### src/rtl/ivt_pkg.sv
package ivt_pkg;
  localparam int ADDR_W = 3;
  localparam int CNT_W  = 16;
  localparam int TALLY_W = 4;
  localparam int LVL_W  = 3;
  localparam int CODE_W = 3;
  localparam int NUM_HW = 3;

  typedef enum logic [CODE_W-1:0] {
    CODE_CLEAR  = 3'b000,
    CODE_ENABLE = 3'b001,
    CODE_STOP   = 3'b011,
    CODE_RUN    = 3'b111
  } ctl_code_e;

  localparam int HW_PRELOAD = 0;
  localparam int HW_COUNT   = 1;
  localparam int HW_CTRL    = 2;
endpackage

### src/rtl/ivt_regif.sv
module ivt_regif #(
  parameter int ADDR_W = ivt_pkg::ADDR_W,
  parameter int BUS_W  = ivt_pkg::CNT_W,
  parameter int NUM_HW = ivt_pkg::NUM_HW
) (
  input  logic                    clk,
  input  logic                    rst,
  input  logic                    bus_wr,
  input  logic                    bus_rd,
  input  logic                    bus_half,
  input  logic [ADDR_W-1:0]       bus_addr,
  input  logic [BUS_W-1:0]        bus_wdata,
  input  logic [NUM_HW*BUS_W-1:0] rd_words,
  output logic [NUM_HW-1:0]       hi_we,
  output logic [NUM_HW-1:0]       lo_we,
  output logic [BUS_W/2-1:0]      hi_data,
  output logic [BUS_W/2-1:0]      lo_data,
  output logic [BUS_W-1:0]        bus_rdata
);
  localparam int BYTE_W = BUS_W / 2;
  localparam int IDX_W  = ADDR_W - 1;

  logic [IDX_W-1:0] idx;
  logic [BUS_W-1:0] sel_word;
  logic [BUS_W-1:0] rdata_q;

  assign idx = bus_addr[ADDR_W-1:1];

  // even byte is the high byte of its halfword
  genvar gi;
  generate
    for (gi = 0; gi < NUM_HW; gi++) begin : g_strobe
      assign hi_we[gi] = bus_wr && (idx == IDX_W'(gi)) && (bus_half || !bus_addr[0]);
      assign lo_we[gi] = bus_wr && (idx == IDX_W'(gi)) && (bus_half ||  bus_addr[0]);
    end
  endgenerate

  assign hi_data = bus_half ? bus_wdata[BUS_W-1:BYTE_W] : bus_wdata[BYTE_W-1:0];
  assign lo_data = bus_wdata[BYTE_W-1:0];

  always_comb begin
    sel_word = '0;
    for (int i = 0; i < NUM_HW; i++) begin
      if (idx == IDX_W'(i)) sel_word = rd_words[i*BUS_W +: BUS_W];
    end
  end

  always_ff @(posedge clk) begin
    if (rst) begin
      rdata_q <= '0;
    end else if (bus_rd) begin
      if (bus_half)
        rdata_q <= sel_word;
      else if (bus_addr[0])
        rdata_q <= {{BYTE_W{1'b0}}, sel_word[BYTE_W-1:0]};
      else
        rdata_q <= {{BYTE_W{1'b0}}, sel_word[BUS_W-1:BYTE_W]};
    end
  end

  assign bus_rdata = rdata_q;

  // a write touches at most one halfword slot
  p_one_slot_r2: assert property (@(posedge clk) disable iff (rst)
    $onehot0(hi_we | lo_we));
endmodule

### src/rtl/ivt_counter.sv
module ivt_counter #(
  parameter int CNT_W   = ivt_pkg::CNT_W,
  parameter int TALLY_W = ivt_pkg::TALLY_W,
  parameter int CODE_W  = ivt_pkg::CODE_W
) (
  input  logic               clk,
  input  logic               rst,
  input  logic               tick,
  input  logic               pre_hi_we,
  input  logic               pre_lo_we,
  input  logic               cnt_hi_we,
  input  logic               cnt_lo_we,
  input  logic               ctl_we,
  input  logic [CNT_W/2-1:0] hi_data,
  input  logic [CNT_W/2-1:0] lo_data,
  output logic [CNT_W-1:0]   preload_o,
  output logic [CNT_W-1:0]   count_o,
  output logic [CODE_W-1:0]  code_o,
  output logic [TALLY_W-1:0] tally_o,
  output logic               wrap_o
);
  import ivt_pkg::*;
  localparam int BYTE_W = CNT_W / 2;
  localparam logic [CNT_W-1:0]   CNT_MAX   = {CNT_W{1'b1}};
  localparam logic [TALLY_W-1:0] TALLY_MAX = {TALLY_W{1'b1}};

  logic [CNT_W-1:0]   preload_q, count_q, count_d;
  logic [TALLY_W-1:0] tally_q, tally_d;
  logic [CODE_W-1:0]  code_q;
  logic               run, wr_cnt, clr, wrap;

  assign run    = (code_q == CODE_RUN);
  assign wr_cnt = cnt_hi_we || cnt_lo_we;
  assign clr    = ctl_we && (hi_data[CODE_W-1:0] == CODE_CLEAR);
  assign wrap   = tick && run && (count_q == CNT_MAX) && !wr_cnt && !clr;

  always_comb begin
    count_d = count_q;
    if (clr) begin
      count_d = '0;
    end else if (wr_cnt) begin
      if (cnt_hi_we) count_d[CNT_W-1:BYTE_W] = hi_data;
      if (cnt_lo_we) count_d[BYTE_W-1:0]     = lo_data;
    end else if (tick && run) begin
      count_d = wrap ? preload_q : count_q + 1'b1;
    end
  end

  always_comb begin
    tally_d = tally_q;
    if (clr)
      tally_d = '0;
    else if (wrap && tally_q != TALLY_MAX)
      tally_d = tally_q + 1'b1;
  end

  always_ff @(posedge clk) begin
    if (rst) begin
      preload_q <= '0;
      count_q   <= '0;
      tally_q   <= '0;
      code_q    <= CODE_CLEAR;
    end else begin
      if (pre_hi_we) preload_q[CNT_W-1:BYTE_W] <= hi_data;
      if (pre_lo_we) preload_q[BYTE_W-1:0]     <= lo_data;
      if (ctl_we)    code_q <= hi_data[CODE_W-1:0];
      count_q <= count_d;
      tally_q <= tally_d;
    end
  end

  assign preload_o = preload_q;
  assign count_o   = count_q;
  assign code_o    = code_q;
  assign tally_o   = tally_q;
  assign wrap_o    = wrap;

  p_reload_r3: assert property (@(posedge clk) disable iff (rst)
    wrap_o |=> count_q == $past(preload_q));
  p_hold_r5: assert property (@(posedge clk) disable iff (rst)
    (!run && !wr_cnt && !clr) |=> ($stable(count_q) && $stable(tally_q)));
  p_sat_r4: assert property (@(posedge clk) disable iff (rst)
    (tally_q == TALLY_MAX && !clr) |=> tally_q == TALLY_MAX);
  p_clear_r6: assert property (@(posedge clk) disable iff (rst)
    clr |=> (count_q == '0 && tally_q == '0));
  p_notick_r7: assert property (@(posedge clk) disable iff (rst)
    (!tick && !wr_cnt && !clr) |=> ($stable(count_q) && $stable(tally_q)));
endmodule

### src/rtl/ivt_irq.sv
module ivt_irq #(
  parameter int LVL_W  = ivt_pkg::LVL_W,
  parameter int BYTE_W = ivt_pkg::CNT_W / 2
) (
  input  logic              clk,
  input  logic              rst,
  input  logic              wrap_i,
  input  logic              icr_we,
  input  logic [BYTE_W-1:0] icr_data,
  output logic [BYTE_W-1:0] icr_o,
  output logic [LVL_W-1:0]  irq_level_o
);
  localparam int PAD_W = BYTE_W - 2 - LVL_W;
  localparam int EN_B  = LVL_W;

  logic             pend_q, pend_d, en_q, en_d;
  logic [LVL_W-1:0] lvl_q, lvl_d, irq_q;

  always_comb begin
    pend_d = pend_q;
    en_d   = en_q;
    lvl_d  = lvl_q;
    if (icr_we) begin
      en_d  = icr_data[EN_B];
      lvl_d = icr_data[LVL_W-1:0];
      if (icr_data[BYTE_W-1]) pend_d = 1'b0;
    end
    if (wrap_i) pend_d = 1'b1;  // new event beats acknowledge
  end

  always_ff @(posedge clk) begin
    if (rst) begin
      pend_q <= 1'b0;
      en_q   <= 1'b0;
      lvl_q  <= '0;
      irq_q  <= '0;
    end else begin
      pend_q <= pend_d;
      en_q   <= en_d;
      lvl_q  <= lvl_d;
      irq_q  <= (pend_d && en_d) ? lvl_d : '0;
    end
  end

  assign icr_o       = {pend_q, {PAD_W{1'b0}}, en_q, lvl_q};
  assign irq_level_o = irq_q;

  p_gate_r8: assert property (@(posedge clk) disable iff (rst)
    (irq_level_o != '0) |-> (pend_q && en_q));
  p_level_r8: assert property (@(posedge clk) disable iff (rst)
    (pend_q && en_q) |-> (irq_level_o == lvl_q));
  p_setwins_r9: assert property (@(posedge clk) disable iff (rst)
    wrap_i |=> pend_q);
  p_ack_r9: assert property (@(posedge clk) disable iff (rst)
    (icr_we && icr_data[BYTE_W-1] && !wrap_i) |=> !pend_q);
endmodule

### src/rtl/ivtimer.sv
module ivtimer #(
  parameter int ADDR_W  = ivt_pkg::ADDR_W,
  parameter int CNT_W   = ivt_pkg::CNT_W,
  parameter int TALLY_W = ivt_pkg::TALLY_W,
  parameter int LVL_W   = ivt_pkg::LVL_W
) (
  input  logic              clk,
  input  logic              rst,
  input  logic              tick,
  input  logic              bus_wr,
  input  logic              bus_rd,
  input  logic              bus_half,
  input  logic [ADDR_W-1:0] bus_addr,
  input  logic [CNT_W-1:0]  bus_wdata,
  output logic [CNT_W-1:0]  bus_rdata,
  output logic [LVL_W-1:0]  irq_level
);
  import ivt_pkg::*;
  localparam int BYTE_W  = CNT_W / 2;
  localparam int NHW     = ivt_pkg::NUM_HW;
  localparam int CPAD_W  = BYTE_W - TALLY_W - CODE_W;

  logic [NHW-1:0]       hi_we, lo_we;
  logic [BYTE_W-1:0]    hi_data, lo_data, ctl_byte, icr_byte;
  logic [CNT_W-1:0]     preload, count;
  logic [CODE_W-1:0]    code;
  logic [TALLY_W-1:0]   tally;
  logic                 wrap;
  logic [NHW*CNT_W-1:0] rd_words;

  assign ctl_byte = {tally, {CPAD_W{1'b0}}, code};
  assign rd_words = {ctl_byte, icr_byte, count, preload};

  ivt_regif #(.ADDR_W(ADDR_W), .BUS_W(CNT_W), .NUM_HW(NHW)) u_regif (
    .clk(clk), .rst(rst), .bus_wr(bus_wr), .bus_rd(bus_rd), .bus_half(bus_half),
    .bus_addr(bus_addr), .bus_wdata(bus_wdata), .rd_words(rd_words),
    .hi_we(hi_we), .lo_we(lo_we), .hi_data(hi_data), .lo_data(lo_data),
    .bus_rdata(bus_rdata)
  );

  ivt_counter #(.CNT_W(CNT_W), .TALLY_W(TALLY_W), .CODE_W(CODE_W)) u_counter (
    .clk(clk), .rst(rst), .tick(tick),
    .pre_hi_we(hi_we[HW_PRELOAD]), .pre_lo_we(lo_we[HW_PRELOAD]),
    .cnt_hi_we(hi_we[HW_COUNT]), .cnt_lo_we(lo_we[HW_COUNT]),
    .ctl_we(hi_we[HW_CTRL]), .hi_data(hi_data), .lo_data(lo_data),
    .preload_o(preload), .count_o(count), .code_o(code), .tally_o(tally),
    .wrap_o(wrap)
  );

  ivt_irq #(.LVL_W(LVL_W), .BYTE_W(BYTE_W)) u_irq (
    .clk(clk), .rst(rst), .wrap_i(wrap), .icr_we(lo_we[HW_CTRL]),
    .icr_data(lo_data), .icr_o(icr_byte), .irq_level_o(irq_level)
  );
endmodule

### config.mk
export PLATFORM = sky130hd
export DESIGN_NAME = ivtimer
export DESIGN_NICKNAME = d
export VERILOG_FILES = /design/src/rtl/ivt_pkg.sv /design/src/rtl/ivt_regif.sv /design/src/rtl/ivt_counter.sv /design/src/rtl/ivt_irq.sv /design/src/rtl/ivtimer.sv
export SDC_FILE = /design/constraint.sdc
export NUM_CORES = 1
export LEC_CHECK = 0
export BUFFER_PORTS_ARGS = -buffer_cell sky130_fd_sc_hd__buf_2
export CAP_MARGIN = 20
export CORE_UTILIZATION = 58
export CTS_CLUSTER_DIAMETER = 80
export DETAILED_ROUTE_END_ITERATION = 8
export PLACE_DENSITY = 0.81
export SYNTH_ARGS = -nofsm -noshare
export SYNTH_HDL_FRONTEND = slang
export SYNTH_HIERARCHICAL = 1
export SYNTH_SLANG_ARGS = --single-unit
### constraint.sdc
create_clock -name clk -period 4.6 [get_ports clk]
set_input_delay 1.38 -clock clk [delete_from_list [all_inputs] [get_ports clk]]
set_output_delay 1.38 -clock clk [all_outputs]
set_load 0.02 [all_outputs]
### Word level (Yosys, flattened, before mapping)

Cells that the tools add are included.

* add/subtract/negate cells: 2
* muxes and demuxes: 16
* bitwise gates (word level): 1
* reduce and logical (&&, ||, !) cells: 29
* eq/ne operators: 7

Operators by type and width (number)
* $mux W16: 7
* $mux W8: 4
* $add A16 B1 Y16 const B: 1
* $eq A16 B16 Y1 const B: 1
* $logic_and A1 B1 Y1: 16
* $add A4 B1 Y4 const B: 1
* $mux W1: 4
* $ne A2 B1 Y1 const B: 2
* $ne A4 B4 Y1 const B: 1
* $reduce_and A2 Y1: 2
* $reduce_or A2 Y1: 2
* $eq A3 B3 Y1 const B: 1
* $logic_not A1 Y1: 3
* $logic_not A3 Y1: 1
* $logic_or A1 B1 Y1: 3
* $mux W3: 1
* $eq A2 B1 Y1 const B: 1
* $eq A2 B2 Y1 const B: 1
* $logic_not A2 Y1: 1
* $reduce_bool A2 Y1: 1
* $not A1 Y1: 1

* bits of input ports: 25
* logic and storage cells: 66
* bits in registers: 63
* output and inout bits: 19

### Longest topological paths before layout

* word-level depth: 11
* gate-level depth with buffers: 15
* depth with buffers taken out: 9

### By module

The synthesis kept the hierarchy.

By module, submodules not included
* ivt_counter: seq. area each 780.7 um2, cells an instance 239, area an instance 2064.5 um2, instances 1
* ivt_regif: seq. area each 320.3 um2, cells an instance 149, area an instance 1218.7 um2, instances 1
* ivt_irq: seq. area each 160.2 um2, cells an instance 29, area an instance 321.6 um2, instances 1
* ivtimer: seq. area each 0.0 um2, cells an instance 1, area an instance 3.8 um2, instances 1

### Worst setup path after synthesis

No wires, ideal clock.

* path kind: input to register
* start point: in bus_addr[1]
* end point: reg u_irq.irq_q[1] (netlist: u_irq/irq_level_o[1])
* setup slack: 0.928 ns
* setup time: 0.112 ns
* stages: 15
* data arrival time: 3.560 ns
* path buffers: 6
* data required time: 4.488 ns
* path through: buf_4 > nor2b_4 > buf_6 > buf_8 > nand2_1 > nor2_1 > buf_6 > or2_1 > buf_6 > nor4_4 > nand2_2 > inv_2 > buf_2 > inv_1 > a2111oi_1

* word-level cells in the longest chain between the ends: 11
* elaborated cells between the ends (all ways): 21
* classes of those cells: eq/ne (2); mux (4); bitwise (1); reduce/logical (14)

Ends and longest elaborated chain
* start: declaration: RTL line ivtimer.sv:13 `input logic [ADDR_W-1:0] bus_addr,`
* $eq A2 B1 Y1: RTL line ivt_regif.sv:34 `assign lo_we[gi] = bus_wr && (idx == IDX_W'(gi)) && (bus_half || bus_addr[0]);`
* $logic_and A1 B1 Y1 (2 in a row): RTL line ivt_regif.sv:34
* named net lo_we[1]: RTL line ivtimer.sv:23 `logic [NHW-1:0] hi_we, lo_we;`
* $logic_or A1 B1 Y1: RTL line ivt_counter.sv:33 `assign wr_cnt = cnt_hi_we || cnt_lo_we;`
* $logic_not A1 Y1: RTL line ivt_counter.sv:35 `assign wrap = tick && run && (count_q == CNT_MAX) && !wr_cnt && !clr;`
* $logic_and A1 B1 Y1 (2 in a row): RTL line ivt_counter.sv:35
* named net wrap: RTL line ivtimer.sv:28 `logic wrap;`
* $mux W1: RTL line ivt_irq.sv:28 `if (wrap_i) pend_d = 1'b1;`
* $logic_and A1 B1 Y1: RTL line ivt_irq.sv:41 `irq_q <= (pend_d && en_d) ? lvl_d : '0;`
* $not A1 Y1 (no source line)
* $reduce_or A2 Y1 (no source line)
* end signal: assignment: RTL line ivt_irq.sv:41
* end: declaration: RTL line ivt_irq.sv:17 `logic [LVL_W-1:0] lvl_q, lvl_d, irq_q;`

The timed path passes the listed nets, and every way through them passes these cells.
A chain may end at the register's enable or synchronous reset.

### Worst setup path after layout

* start point: in bus_half
* end point: reg u_irq.irq_q[1] (netlist: u_irq/irq_level_o[1])

* word-level cells in the longest chain between the ends: 10
* elaborated cells between the ends (all ways): 21
* classes of those cells: mux (5); bitwise (1); reduce/logical (15)

Ends and longest elaborated chain
* start: declaration: RTL line ivtimer.sv:12 `input logic bus_half,`
* $logic_or A1 B1 Y1: RTL line ivt_regif.sv:34
* $logic_and A1 B1 Y1: RTL line ivt_regif.sv:34
* named net lo_we[1]: RTL line ivtimer.sv:23
* $logic_or A1 B1 Y1: RTL line ivt_counter.sv:33
* $logic_not A1 Y1: RTL line ivt_counter.sv:35
* $logic_and A1 B1 Y1 (2 in a row): RTL line ivt_counter.sv:35
* named net wrap: RTL line ivtimer.sv:28
* $mux W1: RTL line ivt_irq.sv:28
* $logic_and A1 B1 Y1: RTL line ivt_irq.sv:41
* $not A1 Y1 (no source line)
* $reduce_or A2 Y1 (no source line)

The timed path passes the listed nets, and every way through them passes these cells.

==> impl_results.md <==
- Slew of the pin with the lowest slew margin: 1.070 ns
- N_diodes: 0
- Clock share of power: 0.407
- Max Root-Sink Buffers: 2
- CTS tree: built
- Drt pass-1 iters: 5
- Comb pwr share: 0.116
- Final ANT Viol Nets: 0
- First-pass GRT wire length: 15900 um
- Vias in the first global route: 3140
- Die X: 80.88 um
- Mapped Cells: 418
- Fin crit share: 0.8715
- Cell Pwr Density: 308.5 nW/um2
- Post-CTS sizing: 0
- Sequential Power Share: 0.478
- Area delta synth->final: 8.356%
- Clock-pin slew on the worst setup and hold paths: 0.07 ns
- Crit Path Max Fanout: 14
- Fin Hold WS: 0.4575 ns
- TritonCTS buffer count: 9
- Status: finished, final reports clean
- Number of hold buffers added after cts: 0
- Synth warnings: 6
- RePlAce Congestion: 0.9978
- Post-Syn Area: 3608 um2
- DIE AREA: 6541 um2
- WP data arrival: 4.21 ns
- Per-cell routed wire length: 19.48 um
- Worst Skew: 0.006284 ns
- TritonCTS Sinks: 63
- Global route overflow: 0
- Clk_lat worst skew: 0.34 ns
- Fmax: 249.5 MHz
- Yosys reg bits: 63
- Final HPWL from detailed placement: 7178 um
- Filler cell count: 532
- Seq/Total Area, Yosys: 0.3495
- Setup violators final: 0
- Port buffer count: 43
- Initial antenna violation count: 0
- Net Sw Frac: 0.2625
- Core utilization of the finished layout: 0.6565
- Setup bufs post-CTS: 0
- Fin. max-slew vios: 0
- Hold Path Class: reg -> reg
- Row cnt: 28
- Peak supply drop: 0.1885 mV
- Max incr delay on CP: 0.60 ns
- Largest net degree at the start of global routing: 40
- # H-tree levels: 3
- Slowest cell on crit path: nor2_1
- Via Count: 3310
- Multi-input gate area: 2056 um2
- 1st-iter DRT viols: 296
- DRC viols: 0
- Internal: 889.5 uW
- Number of synthesized flops with an enable pin: 0
- Req. time, crit path: 4.80 ns
- RSZ-0062 raised after global routing: no
- Top-Level Pins: 44
- CP startpoint kind: primary input
- Tmin final: 4.009 ns
- Leak Pwr: 1.524 nW
- Final hold vios: 0
- Routed WL: 10110 um
- CP endpoint kind: register
- Core Box Area: 5956 um2
- Most common cell on crit path: nor2_1
- Final nets: 467
- Slew Limit Headroom: 0.2841
- Worst slack, placed: 0.3757 ns
- Dpl cells: 504
- Share of layout cells above drive strength 1: 0.1914
- Setup TNS: 0 ns
- Final setup margin: 0.5913 ns
- Non-filler instance count after layout: 519
- Sequential Area: 1261 um2
- Worst-path cell chain: buf_2 -> nor2_1 -> nor2_1 -> or2_1 -> nor4_4 -> nand2_2 -> inv_2 -> inv_1 -> a2111oi_1
- Main synth FF type: dfxtp_1
- Initial Utilization: 0.6059
- Die height: 80.88 um
- Avg Inst Size Synth: 8.633 um2
- Synth cell types: 63
- CTS root buf: clkbuf_8
- Vias per cell: 6.378
- CP Class: in -> reg
- GRT Util Overall: 0.3295
- Net load switching power: 316.7 uW
- Max_cap viols: 0
- Async set or reset register ratio after synthesis: 0
## cell families after synthesis
| logic type | share of synthesized area |
|---|---|
| XOR/XNOR | 0.02913 |
| multiplexers | 0.1415 |
| other | 0.002081 |
| adder cells (fa/ha/maj) | 0.006934 |
| buffers and inverters | 0.08287 |
| AND/OR/NAND/NOR | 0.2105 |
| flip-flops | 0.3495 |
| AO/OA/AOI/OAI | 0.1775 |
## Yosys cell counts, types with 2 or more instances
library cell   n  area share
nor2_1        70       0.073
dfxtp_1       63        0.35
mux2i_1       42        0.12
a21oi_1       23       0.032
nand2_1       21       0.022
buf_4         15       0.031
nand3_1       13       0.018
a211oi_1      12       0.025
clkbuf_1      12       0.012
nand4_1        9       0.016
nor2b_1        9       0.016
mux2_2         8       0.025
o31ai_1        8       0.017
buf_2          7      0.0097
o21ai_0        7      0.0097
o2bb2ai_1      7       0.017
xor2_1         7       0.017
a31oi_1        6       0.010
buf_6          6       0.019
nand2b_1       6       0.010
xnor2_1        5       0.012
and4_1         4      0.0097
and2_1         3      0.0052
nor3_1         3      0.0042
o211ai_1       3      0.0062
o311ai_0       3      0.0073
or3_1          3      0.0052
a2111oi_0      2      0.0049
a2111oi_1      2      0.0055
buf_1          2      0.0021
conb_1         2      0.0021
ha_1           2      0.0069
inv_1          2      0.0021
or2_2          2      0.0035
## state kept, by name (all words and copies together) (netlist names)
name	flops
u_counter/preload_o	16
u_irq/lvl_q	3
u_irq/en_q	1
u_irq/irq_level_o	3
u_counter/tally_o	4
u_regif/bus_rdata	16
u_counter/count_o	16
u_counter/code_o	3
u_irq/pend_q	1
## worst max-delay path: cells and delay by family
kind / cells / cell delay, ns
simple gates: 5 / 1.65
buf+inv: 3 / 0.72
compound gates: 1 / 0.45
## stage by stage
step | cell area, um2 | power, mW
global placement | 3712 | 0.7203
detailed placement | 3712 | 0.7233
finish | 3910 | 1.206
floorplan | 3616 | 0.6893
CTS | 3910 | 1.208
global route | 3910 | 1.253
## placed cells by master (no fill, tap or decap), types with 3 or more instances in the layout
| cell | synthesis | final |
|---|---|---|
| buf_2 | 7 | 43 |
| nand4_1 | 9 | 9 |
| and4_1 | 4 | 4 |
| nand2b_1 | 6 | 6 |
| a211oi_1 | 12 | 12 |
| nand2_1 | 21 | 21 |
| a31oi_1 | 6 | 6 |
| o21ai_0 | 7 | 7 |
| buf_4 | 15 | 10 |
| xnor2_1 | 5 | 5 |
| mux2_2 | 8 | 8 |
| o31ai_1 | 8 | 8 |
| and2_1 | 3 | 3 |
| nor2_1 | 70 | 70 |
| nor2b_1 | 9 | 9 |
| mux2i_1 | 42 | 42 |
| o2bb2ai_1 | 7 | 7 |
| o211ai_1 | 3 | 3 |
| conb_1 | 2 | 4 |
| o311ai_0 | 3 | 3 |
| a21oi_1 | 23 | 23 |
| nor3_1 | 3 | 3 |
| dfxtp_1 | 63 | 63 |
| nand3_1 | 13 | 13 |
| xor2_1 | 7 | 7 |
| or3_1 | 3 | 3 |
| clkbuf_8 | 0 | 11 |
## worst paths after layout
check / end / cells after the start / start / slack [ns]
setup / recovery: u_irq/irq_level_o[1]$_SDFF_PP0_ / 9 / bus_half / 0.59
hold / removal: u_regif/bus_rdata[1]$_SDFFE_PP0P_ / 2 / u_regif/bus_rdata[1]$_SDFFE_PP0P_ / 0.46
setup reg to reg: u_irq/irq_level_o[1]$_SDFF_PP0_ / 6 / u_counter/count_o[2]$_SDFFE_PP0P_ / 2.00
hold reg to reg: u_regif/bus_rdata[1]$_SDFFE_PP0P_ / 2 / u_regif/bus_rdata[1]$_SDFFE_PP0P_ / 0.46
## power groups by stage
| stage | clock network [mW] | registers, mW | logic, mW |
|---|---|---|---|
| global placement | 0 | 0.587 | 0.133 |
| finish | 0.491 | 0.576 | 0.139 |
| global route | 0.525 | 0.577 | 0.151 |
| CTS | 0.496 | 0.575 | 0.137 |
| detailed placement | 0 | 0.588 | 0.136 |
| floorplan | 0 | 0.587 | 0.103 |
## layout make-up
type,instances,area share
inverter,3,0.002880
timing repair buffer,53,0.07424
tap,75,0.02400
multi-input combinational,310,0.5258
sequential,63,0.3226
clock buffer,12,0.03968
clock inverter,3,0.01088
## metal layers
layer,up-vias,GRT usage,wire length (um)
met5,-,0,0
met4,0,0.1804,421
met3,46,0.06629,838
met2,186,0.5227,4546
met1,1542,0.4172,4304
li1,1536,-,-
(Power assumes the default switching activity.)
